--- src/rtl/lzf_pkg.sv ---
package lzf_pkg;

    localparam int EXC_HARD   = 3;
    localparam int EXC_MEMM   = 4;
    localparam int EXC_BUS    = 5;
    localparam int EXC_USAGE  = 6;
    localparam int EXC_SECF   = 7;
    localparam int EXC_DBGMON = 12;

    localparam int RDY_W = 6;

    // Saved readiness word; hard is bit 0, mon is bit 5.
    typedef struct packed {
        logic mon;
        logic secf;
        logic usage;
        logic bus;
        logic memm;
        logic hard;
    } rdy_t;

endpackage

--- src/rtl/lzf_classify.sv ---
module lzf_classify
    import lzf_pkg::*;
#(
    parameter int NUM_VEC = 16,
    parameter int IDX_W   = $clog2(NUM_VEC)
) (
    input  logic [IDX_W-1:0]   req_exc,
    input  logic               req_sec,
    input  rdy_t               rdy_s,
    input  rdy_t               rdy_ns,
    input  logic               sec_ext,
    input  logic               hf_to_ns,
    input  logic [NUM_VEC-1:0] nb_tgt_s,
    output logic               legal,
    output logic               drop,
    output logic               escalate,
    output logic               tgt_sec,
    output logic [IDX_W-1:0]   tgt_idx
);

    logic bank_memm, bank_usage;
    logic is_banked, orig_sec, in_range;
    logic unused_ns_bits;

    // Only the banked faults consult the non-secure word.
    assign unused_ns_bits = ^{rdy_ns.hard, rdy_ns.bus, rdy_ns.secf, rdy_ns.mon};
    assign bank_memm      = req_sec ? rdy_s.memm  : rdy_ns.memm;
    assign bank_usage     = req_sec ? rdy_s.usage : rdy_ns.usage;
    assign in_range       = int'(req_exc) < NUM_VEC;

    always_comb begin
        legal     = 1'b0;
        drop      = 1'b0;
        escalate  = 1'b0;
        is_banked = 1'b0;
        case (req_exc)
            IDX_W'(EXC_MEMM): begin
                legal     = 1'b1;
                is_banked = 1'b1;
                escalate  = !bank_memm;
            end
            IDX_W'(EXC_USAGE): begin
                legal     = 1'b1;
                is_banked = 1'b1;
                escalate  = !bank_usage;
            end
            IDX_W'(EXC_BUS): begin
                legal    = !req_sec;
                escalate = !rdy_s.bus;
            end
            IDX_W'(EXC_SECF): begin
                legal    = !req_sec;
                escalate = !rdy_s.secf;
            end
            IDX_W'(EXC_DBGMON): begin
                legal = !req_sec;
                drop  = !rdy_s.mon;
            end
            default: legal = 1'b0;
        endcase
        legal = legal && in_range;

        orig_sec = is_banked ? req_sec : (in_range && nb_tgt_s[req_exc]);

        if (escalate) begin
            tgt_idx = IDX_W'(EXC_HARD);
            tgt_sec = sec_ext && (orig_sec || !hf_to_ns);
        end else begin
            tgt_idx = req_exc;
            tgt_sec = is_banked && req_sec;
        end
    end

endmodule

--- src/rtl/lzf_preempt_chk.sv ---
module lzf_preempt_chk #(
    parameter int NUM_VEC = 16,
    parameter int PRIO_W  = 9,
    parameter int IDX_W   = $clog2(NUM_VEC)
) (
    input  logic                      tgt_sec,
    input  logic [IDX_W-1:0]          tgt_idx,
    input  logic [NUM_VEC-1:0]        en_s,
    input  logic [NUM_VEC-1:0]        en_ns,
    input  logic [NUM_VEC*PRIO_W-1:0] prio_s,
    input  logic [NUM_VEC*PRIO_W-1:0] prio_ns,
    input  logic [PRIO_W-1:0]         exec_prio,
    output logic                      blocked
);

    logic [PRIO_W-1:0] pri_s_arr  [NUM_VEC];
    logic [PRIO_W-1:0] pri_ns_arr [NUM_VEC];

    for (genvar v = 0; v < NUM_VEC; v++) begin : g_unpack
        assign pri_s_arr[v]  = prio_s[v*PRIO_W +: PRIO_W];
        assign pri_ns_arr[v] = prio_ns[v*PRIO_W +: PRIO_W];
    end

    logic              sel_en;
    logic [PRIO_W-1:0] sel_pri;

    always_comb begin
        sel_en  = tgt_sec ? en_s[tgt_idx] : en_ns[tgt_idx];
        sel_pri = tgt_sec ? pri_s_arr[tgt_idx] : pri_ns_arr[tgt_idx];
        // Lower value is higher priority; equal cannot pre-empt.
        blocked = !sel_en || (exec_prio <= sel_pri);
    end

endmodule

--- src/rtl/lazy_fault_pend.sv ---
module lazy_fault_pend
    import lzf_pkg::*;
#(
    parameter int NUM_VEC = 16,
    parameter int PRIO_W  = 9,
    parameter int IDX_W   = $clog2(NUM_VEC)
) (
    input  logic                      clk,
    input  logic                      rst,
    input  logic                      req_valid,
    input  logic [IDX_W-1:0]          req_exc,
    input  logic                      req_sec,
    input  logic [RDY_W-1:0]          rdy_s,
    input  logic [RDY_W-1:0]          rdy_ns,
    input  logic [NUM_VEC-1:0]        en_s,
    input  logic [NUM_VEC-1:0]        en_ns,
    input  logic [NUM_VEC*PRIO_W-1:0] prio_s,
    input  logic [NUM_VEC*PRIO_W-1:0] prio_ns,
    input  logic [PRIO_W-1:0]         exec_prio,
    input  logic                      sec_ext,
    input  logic                      hf_to_ns,
    input  logic [NUM_VEC-1:0]        nb_tgt_s,
    output logic [NUM_VEC-1:0]        pend_s,
    output logic [NUM_VEC-1:0]        pend_ns,
    output logic                      hf_forced,
    output logic                      lockup,
    output logic                      recompute,
    output logic                      req_err
);

    typedef struct packed {
        logic [NUM_VEC-1:0] pend_s;
        logic [NUM_VEC-1:0] pend_ns;
        logic               forced;
        logic               lock;
        logic               recomp;
        logic               err;
    } state_t;

    state_t state_d, state_q;

    rdy_t             rs, rn;
    logic             legal, drop, escalate, tgt_sec, blocked;
    logic [IDX_W-1:0] tgt_idx;

    assign rs = rdy_t'(rdy_s);
    assign rn = rdy_t'(rdy_ns);

    lzf_classify #(.NUM_VEC(NUM_VEC), .IDX_W(IDX_W)) u_classify (
        .req_exc  (req_exc),
        .req_sec  (req_sec),
        .rdy_s    (rs),
        .rdy_ns   (rn),
        .sec_ext  (sec_ext),
        .hf_to_ns (hf_to_ns),
        .nb_tgt_s (nb_tgt_s),
        .legal    (legal),
        .drop     (drop),
        .escalate (escalate),
        .tgt_sec  (tgt_sec),
        .tgt_idx  (tgt_idx)
    );

    lzf_preempt_chk #(.NUM_VEC(NUM_VEC), .PRIO_W(PRIO_W), .IDX_W(IDX_W)) u_preempt (
        .tgt_sec   (tgt_sec),
        .tgt_idx   (tgt_idx),
        .en_s      (en_s),
        .en_ns     (en_ns),
        .prio_s    (prio_s),
        .prio_ns   (prio_ns),
        .exec_prio (exec_prio),
        .blocked   (blocked)
    );

    always_comb begin
        state_d        = state_q;
        state_d.recomp = 1'b0;
        if (req_valid) begin
            if (!legal) begin
                state_d.err = 1'b1;
            end else if (!drop) begin
                if (escalate) state_d.forced = 1'b1;
                if (blocked && !rs.hard) state_d.lock = 1'b1;
                if (tgt_sec) begin
                    if (!state_q.pend_s[tgt_idx]) begin
                        state_d.pend_s[tgt_idx] = 1'b1;
                        state_d.recomp          = 1'b1;
                    end
                end else begin
                    if (!state_q.pend_ns[tgt_idx]) begin
                        state_d.pend_ns[tgt_idx] = 1'b1;
                        state_d.recomp           = 1'b1;
                    end
                end
            end
        end
    end

    always_ff @(posedge clk) begin
        if (rst) state_q <= '0;
        else     state_q <= state_d;
    end

    assign pend_s    = state_q.pend_s;
    assign pend_ns   = state_q.pend_ns;
    assign hf_forced = state_q.forced;
    assign lockup    = state_q.lock;
    assign recompute = state_q.recomp;
    assign req_err   = state_q.err;

endmodule

--- config.mk ---
export PLATFORM = sky130hd
export DESIGN_NAME = lazy_fault_pend
export DESIGN_NICKNAME = d
export VERILOG_FILES = /design/src/rtl/lzf_pkg.sv /design/src/rtl/lzf_classify.sv /design/src/rtl/lzf_preempt_chk.sv /design/src/rtl/lazy_fault_pend.sv
export SDC_FILE = /design/constraint.sdc
export NUM_CORES = 1
export LEC_CHECK = 0
export BUFFER_PORTS_ARGS = -buffer_cell sky130_fd_sc_hd__buf_2
export CAP_MARGIN = 30
export CORE_AREA = 5 5 156 158
export DETAILED_ROUTE_END_ITERATION = 10
export DIE_AREA = 0 0 161 163
export GPL_TIMING_DRIVEN = 0
export HOLD_SLACK_MARGIN = 0.12
export SYNTH_ARGS = -nofsm -noshare
export SYNTH_HDL_FRONTEND = slang
export SYNTH_SLANG_ARGS = --single-unit
--- constraint.sdc ---
create_clock -name clk -period 10.15 [get_ports clk]
set_clock_uncertainty 0.05 [all_clocks]
set_input_delay 1.015 -clock clk [delete_from_list [all_inputs] [get_ports clk]]
set_output_delay 1.015 -clock clk [all_outputs]
set_load 0.01 [all_outputs]
==> results.txt, run 1 <==
- The clock net in this run drives a total of 36 sinks.
- Sum of internal, switching and leakage power: 0.0005004 W
* Number of nets in the layout: 1132
* Flop and latch count out of synthesis: 36
- Crit Path Class: in -> reg
- Post-synth top area cell: sky130_fd_sc_hd__dfxtp_1
* CTS Root Cell: sky130_fd_sc_hd__clkbuf_16
- Counting distinct cell types in the post-synthesis netlist gives 64.
- In this run the standard cell core region covers 22980 um2.
* Standard-cell rows: 56
* Number of antenna violations at the first check in global routing: 5
- Final setup viols: 0
- For this configuration, the core starts out at a cell density of 16.06%.
* Static Leak: between 2 and 3 nW
- Clock latency on the worst-skew pair, taken at its later pin, is 0.27 ns.
- The worst path in the final design needs a cycle of 4.787 ns, including I/O delays and setup.
- Gates resized during post-CTS repair numbered 0.
- Uppermost signal routing layer after detailed routing: met5
- Dividing the detail-routed via count by the number of cells gives 5.050.
- STA puts the critical path data required time at 10.26 ns.
- The die covers about 26000 um2.
- Critical Path Sink Type: flip-flop
- Max Cap Violations: 0
- The final-report max-slew violation count was 0.
- Fill cells in the final layout number 2559.
- Sum of met2 wire segment lengths after detailed routing: 10500 um
- In this run the tightest slew margin relative to its limit is between 50 and 60%.
- Total negative slack: 0 ns
* Placement Cell Area: 5592 um2
* Synth Cell Area: 3690 um2
* Wire length of the first global-routing pass: 31980 um
- Area occupied by registers: 720.7 um2
* Syn Nets: 818
* Register area share after synthesis: 19.53%
* Gp weighted congestion: 0.8778
- In this run the power density over the cells is 87.46 nW/um2.
- In this run, post-CTS hold repair placed 0 buffers.
- Fraction of final layout cells with drive strength greater than 1: 49.07%
- Area growth from synthesis to layout: 55.07%
- The min-delay analysis places its worst path in the category reg -> reg.
* Post-detail-place hpwl: 19250 um
- Least-Margin Pin Slew: 0.7060 ns
- Number of buffers inserted to repair setup after CTS: 0
- Final core utilization: 24.90%
- Top cells by area in the synthesized netlist: sky130_fd_sc_hd__dfxtp_1 (20%), sky130_fd_sc_hd__nor2b_1 (4.7%), sky130_fd_sc_hd__a222oi_1 (4.1%)
- Unrepaired setup endpoints after global routing: false
- Clock tree from TritonCTS: done
* Peak supply drop: 0.00006214 V
- Once routing completed, OpenROAD measured the worst setup slack at about 5.4 ns.
- Fraction of registers with async set/reset: 0%
- Hold Fails Final Rpt: 0
- Broken down by cell family, the worst path's largest delay share belongs to compound AO/OA/AOI/OAI gates.
- Measured along the x axis, the die boundary spans 161 um.
* Iteration-0 DRC count of the detailed router: 527
* Number of iterations in the first detailed-routing pass: 10
- Largest fanout on the critical path: 10
- The critical path contains buffers and inverters numbering 3 combined.
- Status: completed
- Maximum cell stage delay along the critical path: 0.54 ns
* M1 wire length: 9475 um
- WL final: 22810 um
- STA puts the critical path data arrival time at 4.90 ns.
- The signal on the critical path passes through buf_2 -> buf_4 -> nor2_1 -> a21boi_2 -> clkbuf_1 -> a22o_1 -> a221oi_1 -> o22ai_1 -> o41ai_2 -> ha_1 -> a21oi_1 -> o21ai_0 -> nand4_1 -> a211o_1 -> o311a_1.
* Worst setup slack after placement: 5.092 ns
* All-layer global routing usage: 15.93%
- Residual DRC count: 0
* Number of input and output port buffers inserted: 306
- Clock-pin slew was measured on the worst setup and hold paths at 0.05 ns.
- FMAX: between 200 and 250 MHz
- The multi-input combinational cells in the finished layout cover a total of 2658 um2.
- Of the post-synthesis cell area, the dominant cell type holds 19.53%.
- A synthesized cell averages approximately 8.3 um2.
* Die height: 163 um
- Via count of the first global-routing pass: 5169
* Wirelength per Cell: ~22 um
- With fillers left out, the area of the finished cells amounts to about 5700 um2.
* Total number of yosys warnings: 0
- Ports: 403
- Synth Instances: 442
- In this run, CTS created clock tree buffers numbering 5.
* Final antenna-violating net count: 0
- Via count: 5282
* Met3 WL post-DR: 2512 um
* Startpoint kind of the worst setup timing path: input pin
* CP max-delay cell: sky130_fd_sc_hd__a21boi_2
- Leftover overflow at the end of global routing: 0
* Period utilization: 47.16%
- Number of enable flip-flop cells after synthesis: 0
* Largest net degree at the start of global routing: 11
- H-tree lvl count: 2
* Dominant synthesized flop cell: sky130_fd_sc_hd__dfxtp_1
- Clock tree buffer depth: 2
routing by layer:
metal / up-vias / GRT usage (%)
li1: 2431 / -
met1: 2520 / 20.96
met2: 293 / 25.56
met3: 32 / 5.543
met4: 6 / 2.947
met5: - / 0
final cells by class:
| cell class | count | area share (%) |
|---|---|---|
| clock buffer | 5 | 2.187 |
| sequential | 36 | 12.60 |
| multi-input combinational | 344 | 46.45 |
| tap | 290 | 6.342 |
| inverter | 16 | 1.050 |
| timing repair buffer | 307 | 26.90 |
| buffer | 46 | 4.395 |
| antenna | 2 | 0.08747 |
worst min-delay path: cells and delay by family (launching register included):
| family | cells | cell delay, ns |
|---|---|---|
| compound gates | 1 | 0.05 |
| buf+inv | 1 | 0.05 |
| flops | 1 | 0.30 |
flip-flops by register name, indices dropped and copies added, names as in the netlist:
signal	flops
req_err	1
pend_s	16
pend_ns	16
hf_forced	1
lockup	1
recompute	1
layout by cell type, fill, tap and decap left out, types with 3 or more instances in the layout:
| cell type | instances |
|---|---|
| sky130_fd_sc_hd__nor2b_1 | 28 |
| sky130_fd_sc_hd__a21oi_1 | 14 |
| sky130_fd_sc_hd__clkbuf_1 | 18 |
| sky130_fd_sc_hd__a221o_1 | 3 |
| sky130_fd_sc_hd__or2_2 | 3 |
| sky130_fd_sc_hd__a221oi_1 | 13 |
| sky130_fd_sc_hd__a31oi_1 | 16 |
| sky130_fd_sc_hd__nor2_1 | 11 |
| sky130_fd_sc_hd__a222oi_1 | 15 |
| sky130_fd_sc_hd__clkbuf_16 | 5 |
| sky130_fd_sc_hd__buf_6 | 5 |
| sky130_fd_sc_hd__a22oi_1 | 14 |
| sky130_fd_sc_hd__a21boi_0 | 16 |
| sky130_fd_sc_hd__nand2b_1 | 4 |
| sky130_fd_sc_hd__o22ai_1 | 14 |
| sky130_fd_sc_hd__buf_2 | 321 |
| sky130_fd_sc_hd__a211o_1 | 3 |
| sky130_fd_sc_hd__nor3_1 | 3 |
| sky130_fd_sc_hd__a2bb2oi_1 | 3 |
| sky130_fd_sc_hd__o22a_1 | 11 |
| sky130_fd_sc_hd__nand3_1 | 12 |
| sky130_fd_sc_hd__mux2_2 | 4 |
| sky130_fd_sc_hd__o221ai_1 | 16 |
| sky130_fd_sc_hd__nand2_1 | 35 |
| sky130_fd_sc_hd__ha_1 | 9 |
| sky130_fd_sc_hd__inv_1 | 16 |
| sky130_fd_sc_hd__o21ai_0 | 9 |
| sky130_fd_sc_hd__a221oi_2 | 6 |
| sky130_fd_sc_hd__nand4_1 | 4 |
| sky130_fd_sc_hd__o32ai_1 | 8 |
| sky130_fd_sc_hd__o41ai_2 | 6 |
| sky130_fd_sc_hd__a22o_1 | 17 |
| sky130_fd_sc_hd__mux2i_1 | 12 |
| sky130_fd_sc_hd__buf_4 | 7 |
| sky130_fd_sc_hd__dfxtp_1 | 36 |
logic make-up (layout without fill, tap and decap cells):
kind of cell / after synthesis / after routing / synth area share, %
AOI/OAI and AO/OA: 204 / 204 / 47.07
other: 0 / 2 / 0
muxes: 18 / 18 / 5.493
and+or+nand+nor: 113 / 113 / 16.41
DFF: 36 / 36 / 19.53
buffers and inverters: 62 / 374 / 8.443
adders and majority gates: 9 / 9 / 3.052
path summary, 6_finish.rpt:
kind | from | to | slack [ns] | cells after the start
worst min register to register | hf_forced | hf_forced | 0.40 | 2
worst max-delay path | req_exc[0] | lockup | 5.36 | 15
worst min-delay path | hf_forced | hf_forced | 0.40 | 2
worst max register to register | pend_ns[15] | pend_ns[6] | 8.42 | 4
per-stage QoR:
step / std cells / hold WS [ns]
after floorplan: 442 / 0.4196
after global placement: 1038 / 0.3914
after detailed placement: 1039 / 0.3929
after CTS: 1044 / 0.4037
after global routing: 1046 / 0.4295
final: 1046 / 0.4034
report_power, final:
group,switching [W],internal (W)
Clock,0.0000513,0.0000866
Sequential,0.000000623,0.000142
Combinational,0.000119,0.000101
synth_stat cells, types with 8 or more instances:
cell	number
sky130_fd_sc_hd__dfxtp_1	36
sky130_fd_sc_hd__nand2_1	35
sky130_fd_sc_hd__nor2b_1	28
sky130_fd_sc_hd__clkbuf_1	18
sky130_fd_sc_hd__a22o_1	17
sky130_fd_sc_hd__a21boi_0	16
sky130_fd_sc_hd__a31oi_1	16
sky130_fd_sc_hd__inv_1	16
sky130_fd_sc_hd__o221ai_1	16
sky130_fd_sc_hd__a222oi_1	15
sky130_fd_sc_hd__buf_2	15
sky130_fd_sc_hd__a21oi_1	14
sky130_fd_sc_hd__a22oi_1	14
sky130_fd_sc_hd__o22ai_1	14
sky130_fd_sc_hd__a221oi_1	13
sky130_fd_sc_hd__mux2i_1	12
sky130_fd_sc_hd__nand3_1	12
sky130_fd_sc_hd__nor2_1	11
sky130_fd_sc_hd__o22a_1	11
sky130_fd_sc_hd__ha_1	9
sky130_fd_sc_hd__o21ai_0	9
sky130_fd_sc_hd__o32ai_1	8
Note: power is estimated with default switching activity, not from simulation.
==> run 2: changes to the inputs <==
--- a/config.mk
+++ b/config.mk
@@ -5,11 +5,12 @@
 export SDC_FILE = /design/constraint.sdc
 export NUM_CORES = 1
 export LEC_CHECK = 0
+export ABC_AREA = 1
 export BUFFER_PORTS_ARGS = -buffer_cell sky130_fd_sc_hd__buf_2
 export CAP_MARGIN = 30
-export CORE_AREA = 5 5 156 158
+export CORE_AREA = 5 5 155 157
 export DETAILED_ROUTE_END_ITERATION = 10
-export DIE_AREA = 0 0 161 163
+export DIE_AREA = 0 0 160 162
 export GPL_TIMING_DRIVEN = 0
 export HOLD_SLACK_MARGIN = 0.12
 export SYNTH_ARGS = -nofsm -noshare
==> constraint.sdc (replaced) <==
create_clock -name clk -period 4.9 [get_ports clk]
set_clock_uncertainty 0.05 [all_clocks]
set_input_delay 0.49 -clock clk [delete_from_list [all_inputs] [get_ports clk]]
set_output_delay 0.49 -clock clk [all_outputs]
set_load 0.01 [all_outputs]
==> results.txt, run 2 <==
- By area the synthesized netlist is led by sky130_fd_sc_hd__nand2_1 (22%), sky130_fd_sc_hd__dfxtp_1 (17%), sky130_fd_sc_hd__o22ai_1 (7.4%).
- Register clock-pin slew on the reported worst setup and hold paths: 0.06 ns (about the same)
* Maximum cell stage delay along the critical path: 0.60 ns (+0.06 ns)
* Standard-cell rows: 55 (-1.8%)
- Final setup viols: 0 (unchanged)
- Wire length of the first global-routing pass: 40440 um (+26%)
- Initial standard-cell utilization of the core: 18.43% (+2.4 points)
- Post-synthesis share of cell area spent on full adders, half adders and majority gates: 2.732% (-0.32 points)
- Residual DRC count: 0 (unchanged)
- Via count of the first global-routing pass: 6671 (+29%)
- The die outline width came to 160 um (-0.62%).
- The synthesized-area fraction occupied by and/or/nand/nor cells is 43.93% (+28 points).
- Synth Area per Inst: 5.615 um2 (-33%)
- The maximum number of buffers from clock root to sink came to 2 (unchanged).
- The placed instance count came to 1392 (+34%).
* Final min period: 4.250 ns
* Internal: 0.0007234 W (+120%)
* Number of buffers inserted to repair setup after CTS: 0 (unchanged)
- Die height: 162 um (-0.61%)
- Syn Nets: 1110 (+36%)
* Pins Over Slew Limit: 0 (unchanged)
* Register area share after synthesis: 17.49% (-2.0 points)
- Final worst setup slack: 0.6499 ns (-4.713 ns)
- In this run the most critical hold path is launched from pend_ns[11].
* Max Cap Violations: 0 (unchanged)
* Area growth from synthesis to layout: 57.89%
- The average via count per standard cell is 4.843 (-4.1%).
- In the synthesized netlist the dominant register cell turns out to be sky130_fd_sc_hd__dfxtp_1.
- CTS Root Cell: sky130_fd_sc_hd__clkbuf_16
- All-layer global routing usage: 20.28% (+4.3 points)
* Required time of the worst setup path: 5.05 ns (-5.21 ns)
- The netlist area before placement was 4121 um2 (+12%).
- The maximum level of the CTS H-tree came to 2 (unchanged).
* Total number of yosys warnings: 0 (unchanged)
- By instance count, the leading cell after synthesis is sky130_fd_sc_hd__nand2_1.
- Synth unique cells: 30 (-53%)
- Period utilization: 86.74%
- The number of fill cells in the layout was 2597 (+1.5%).
* Highest-count cells in the layout ignoring fill and taps: sky130_fd_sc_hd__buf_2 (393), sky130_fd_sc_hd__nand2_1 (246), sky130_fd_sc_hd__nor2_1 (78)
- Least-Margin Pin Slew: 0.9099 ns (+0.2038 ns)
* Leftover overflow at the end of global routing: 0 (unchanged)
- The net switching power figure was 0.0004487 W (+160%).
* Wirelength per Cell: 20.44 um (-6.3%)
- The path class of the tightest hold or removal check is reg -> reg.
- Timing would allow up to about 240 MHz.
* Critical path's most frequent cell: sky130_fd_sc_hd__nand2_1
- Final cell count without fillers: 1405 (+34%)
- Switching fraction of total power: 38.28% (+4.2 points)
- Fraction of registers with async set/reset: 0% (unchanged)
- The HPWL reported at the end of detailed placement is 23580 um (+23%).
- By area, the combinational part of the netlist is dominated by simple AND/OR/NAND/NOR gates.
* Placeable Area: 22370 um2 (-2.7%)
- CP max-delay cell: sky130_fd_sc_hd__clkbuf_1
- The leakage power of the design came to 3.309 nW (+26%).
* Worst slew margin relative to its limit: 39.34% (-14 points)
- The worst setup path is captured at a flip-flop.
* Number of iterations in the first detailed-routing pass: 5 (-5)
- The biggest fanout along the worst timing path is 10 (unchanged).
- The placer's final routability congestion estimate came to 0.8784 (about the same).
- The proportion of power drawn by combinational gates is 47.5% (+3.6 points).
- The number of buffers inserted during clock tree synthesis came to 5 (unchanged).
* Kind of cell adding the most delay to the critical path: buffers and inverters
- Worst setup slack after placement: 0.1569 ns (-4.935 ns)
- Largest net degree at the start of global routing: 12 (+1)
- Cell chain of the critical path: buf_2 -> inv_1 -> nand2_1 -> nand2_1 -> nor2_1 -> nor2_2 -> nand2_2 -> nor2_1 -> nand2_1 -> inv_1 -> clkbuf_1 -> o21ai_0 -> nand3_1 -> o21ai_1 -> ha_1 -> nand2_1 -> inv_1 -> nand4_1 -> o32ai_1 -> inv_1 -> nand3_1 -> nand2_1 -> a21oi_1
- TritonCTS built the clock tree.
* Pwr Density: 180.1 nW/um2 (+110%)
* WL final: 28720 um (+26%)
* Clock tree sinks: 36 (unchanged)
- The cell count after synthesis was 734 (+66%).
- Placement Cell Area: 6345 um2 (+13%)
* Leading cell type in the layout, fill and taps excluded: sky130_fd_sc_hd__buf_2
- The share of power burned in the clock network is 27.3% (-0.3 points).
- Power share of the sequential group: 25.2% (-3.4 points)
* Skew-Pair Late Insertion Delay: 0.28 ns (about the same)
- The number of hold-slack violations in the final timing report was 0 (unchanged).
* Most used standard cells in the synthesized netlist: sky130_fd_sc_hd__nand2_1 (246), sky130_fd_sc_hd__nor2_1 (78), sky130_fd_sc_hd__inv_1 (53), sky130_fd_sc_hd__o22ai_1 (49), sky130_fd_sc_hd__nand3_1 (44)
* Portion of netlist area occupied by mux cells: 0% (-5.5 points)
- Count of buffer and inverter cells on the critical path: 6 (+3)
- Worst-case reg-to-reg path depth: 7 (+3)
* Unrepaired setup endpoints after global routing: false
- The total negative setup slack came to 0 ns (unchanged).
* Crit Path Class: in -> reg
* Count of cells along the worst hold path: 2 (unchanged)
- In this run the critical register-to-register path is captured at pend_ns[3].
* Hold worst-path end: pend_ns[11]
- The top-level port count was 403 (unchanged).
- The share of post-route cells with drive strength above 1 is 38.92% (-10 points).
* Startpoint kind of the worst setup timing path: input pin
- The share of the synthesized netlist area taken by xor and xnor gates was 0% (unchanged).
* Status: completed
- Flop and latch count out of synthesis: 36 (unchanged)
- Post-cts resize count: 0 (unchanged)
- The minimum setup slack among reg-to-reg paths is 3.58 ns (-4.84 ns).
- Post-synth top area cell: sky130_fd_sc_hd__nand2_1
- The worst-case vdd ir drop was 0.0003240 V (+420%).
- The number of flops mapped to enable cells by yosys was 0 (unchanged).
* Via count: 6804 (+29%)
* Iteration-0 DRC count of the detailed router: 565 (+7.2%)
- Final antenna-violating net count: 0 (unchanged)
* Proportion of netlist area held by the largest area contributor: 22.40% (+2.9 points)
- Die outline area: 25920 um2 (-1.2%)
- The number of antenna violations at the first check in global routing is 8 (+3).
- In this run the critical register-to-register path is launched from pend_ns[12].
- Number of buffers inserted for hold repair after clock tree synthesis: 0 (unchanged)
- The quantity of I/O buffers inserted on ports is 373 (+22%).
* Critical path arrival: 4.40 ns (-0.50 ns)
- Share of the synthesized area in compound gates (AO/OA/AOI/OAI): 24.86% (-22 points)
- Number of nets in the layout: 1490 (+32%)
- Fin area: 6507 um2 (+14%)
-- run 2: cell count changes in the layout (fill, tap and decap cells not counted), sizes merged, moves of 24 or more --
cell,previous run,this run
nand2,35,255
nor2,11,85
buf,335,404
inv,16,62
o22ai,14,49
nand4,4,38
nand3,12,45
nor2b,28,0
o21ai,9,33
-- run 2: final cells by class --
type                       count  area, um2  share of cell area (%)
buffer                        42      220.2                   3.384
tap                          285      356.6                   5.480
timing repair buffer         373       1867                   28.69
inverter                      62      232.7                   3.576
clock buffer                   7      142.6                   2.192
sequential                    36      720.7                   11.07
clock inverter                 1      7.507                  0.1154
multi-input combinational    594       2948                   45.30
antenna                        5      12.51                  0.1923
-- run 2: kinds of logic after synthesis --
logic type,count (synthesis)
adders and majority gates,9
DFF,36
and+or+nand+nor,425
buffers and inverters,104
AOI/OAI and AO/OA,160
-- run 2: metal layers --
metal | part of all wire (%) | GRT usage (%) | up-vias | routed length, um
met3 | 8.9 | 4.491 | 50 | 2568
met4 | 2.3 | 5.084 | 6 | 674
li1 | - | - | 3288 | -
met1 | 38 | 23.88 | 3082 | 11010
met5 | 0.12 | 0 | - | 34
met2 | 50 | 37.30 | 378 | 14420
-- run 2: how the worst max path moves through the flow --
stage | from | endpoint | slack, ns | depth (start not counted)
after detailed placement | req_sec | lockup | 0.16 | 23
after global routing | req_sec | lockup | 0.23 | 23
after CTS | req_sec | lockup | 0.41 | 23
final | req_sec | lockup | 0.65 | 23
after global placement | req_sec | lockup | 0.19 | 23
after floorplan | req_exc[1] | lockup | 1.93 | 22
-- run 2: worst reg2reg max path, cell delays in order, from the launching register on --
cell	delay [ns]
sky130_fd_sc_hd__dfxtp_1	0.37
sky130_fd_sc_hd__o22ai_1	0.10
sky130_fd_sc_hd__nor2_1	0.12
sky130_fd_sc_hd__nor2_1	0.07
sky130_fd_sc_hd__nor2_1	0.12
sky130_fd_sc_hd__nand2_1	0.15
sky130_fd_sc_hd__nand3_1	0.13
sky130_fd_sc_hd__a21oi_1	0.07
-- run 2: metrics by stage --
step	total power (W)	hold slack, ns	utilization (%)
5_1_grt	0.001248	0.4013	29.07
3_5_place_dp	0.0008598	0.3794	28.37
2_1_floorplan	0.0005782	0.4091	-
3_3_place_gp	0.0008568	0.3757	28.37
4_1_cts	0.001179	0.3888	29.04
6_report	0.001172	0.3875	29.10
-- run 2: power by group through the flow --
| stage | logic [W] | registers (W) | clock network, W |
|---|---|---|---|
| 2_1_floorplan | 0.000275 | 0.000303 | 0 |
| 3_3_place_gp | 0.000555 | 0.000302 | 0 |
| 3_5_place_dp | 0.000558 | 0.000302 | 0 |
| 4_1_cts | 0.000561 | 0.000296 | 0.000322 |
| 5_1_grt | 0.000616 | 0.000296 | 0.000336 |
| 6_report | 0.000557 | 0.000296 | 0.000320 |
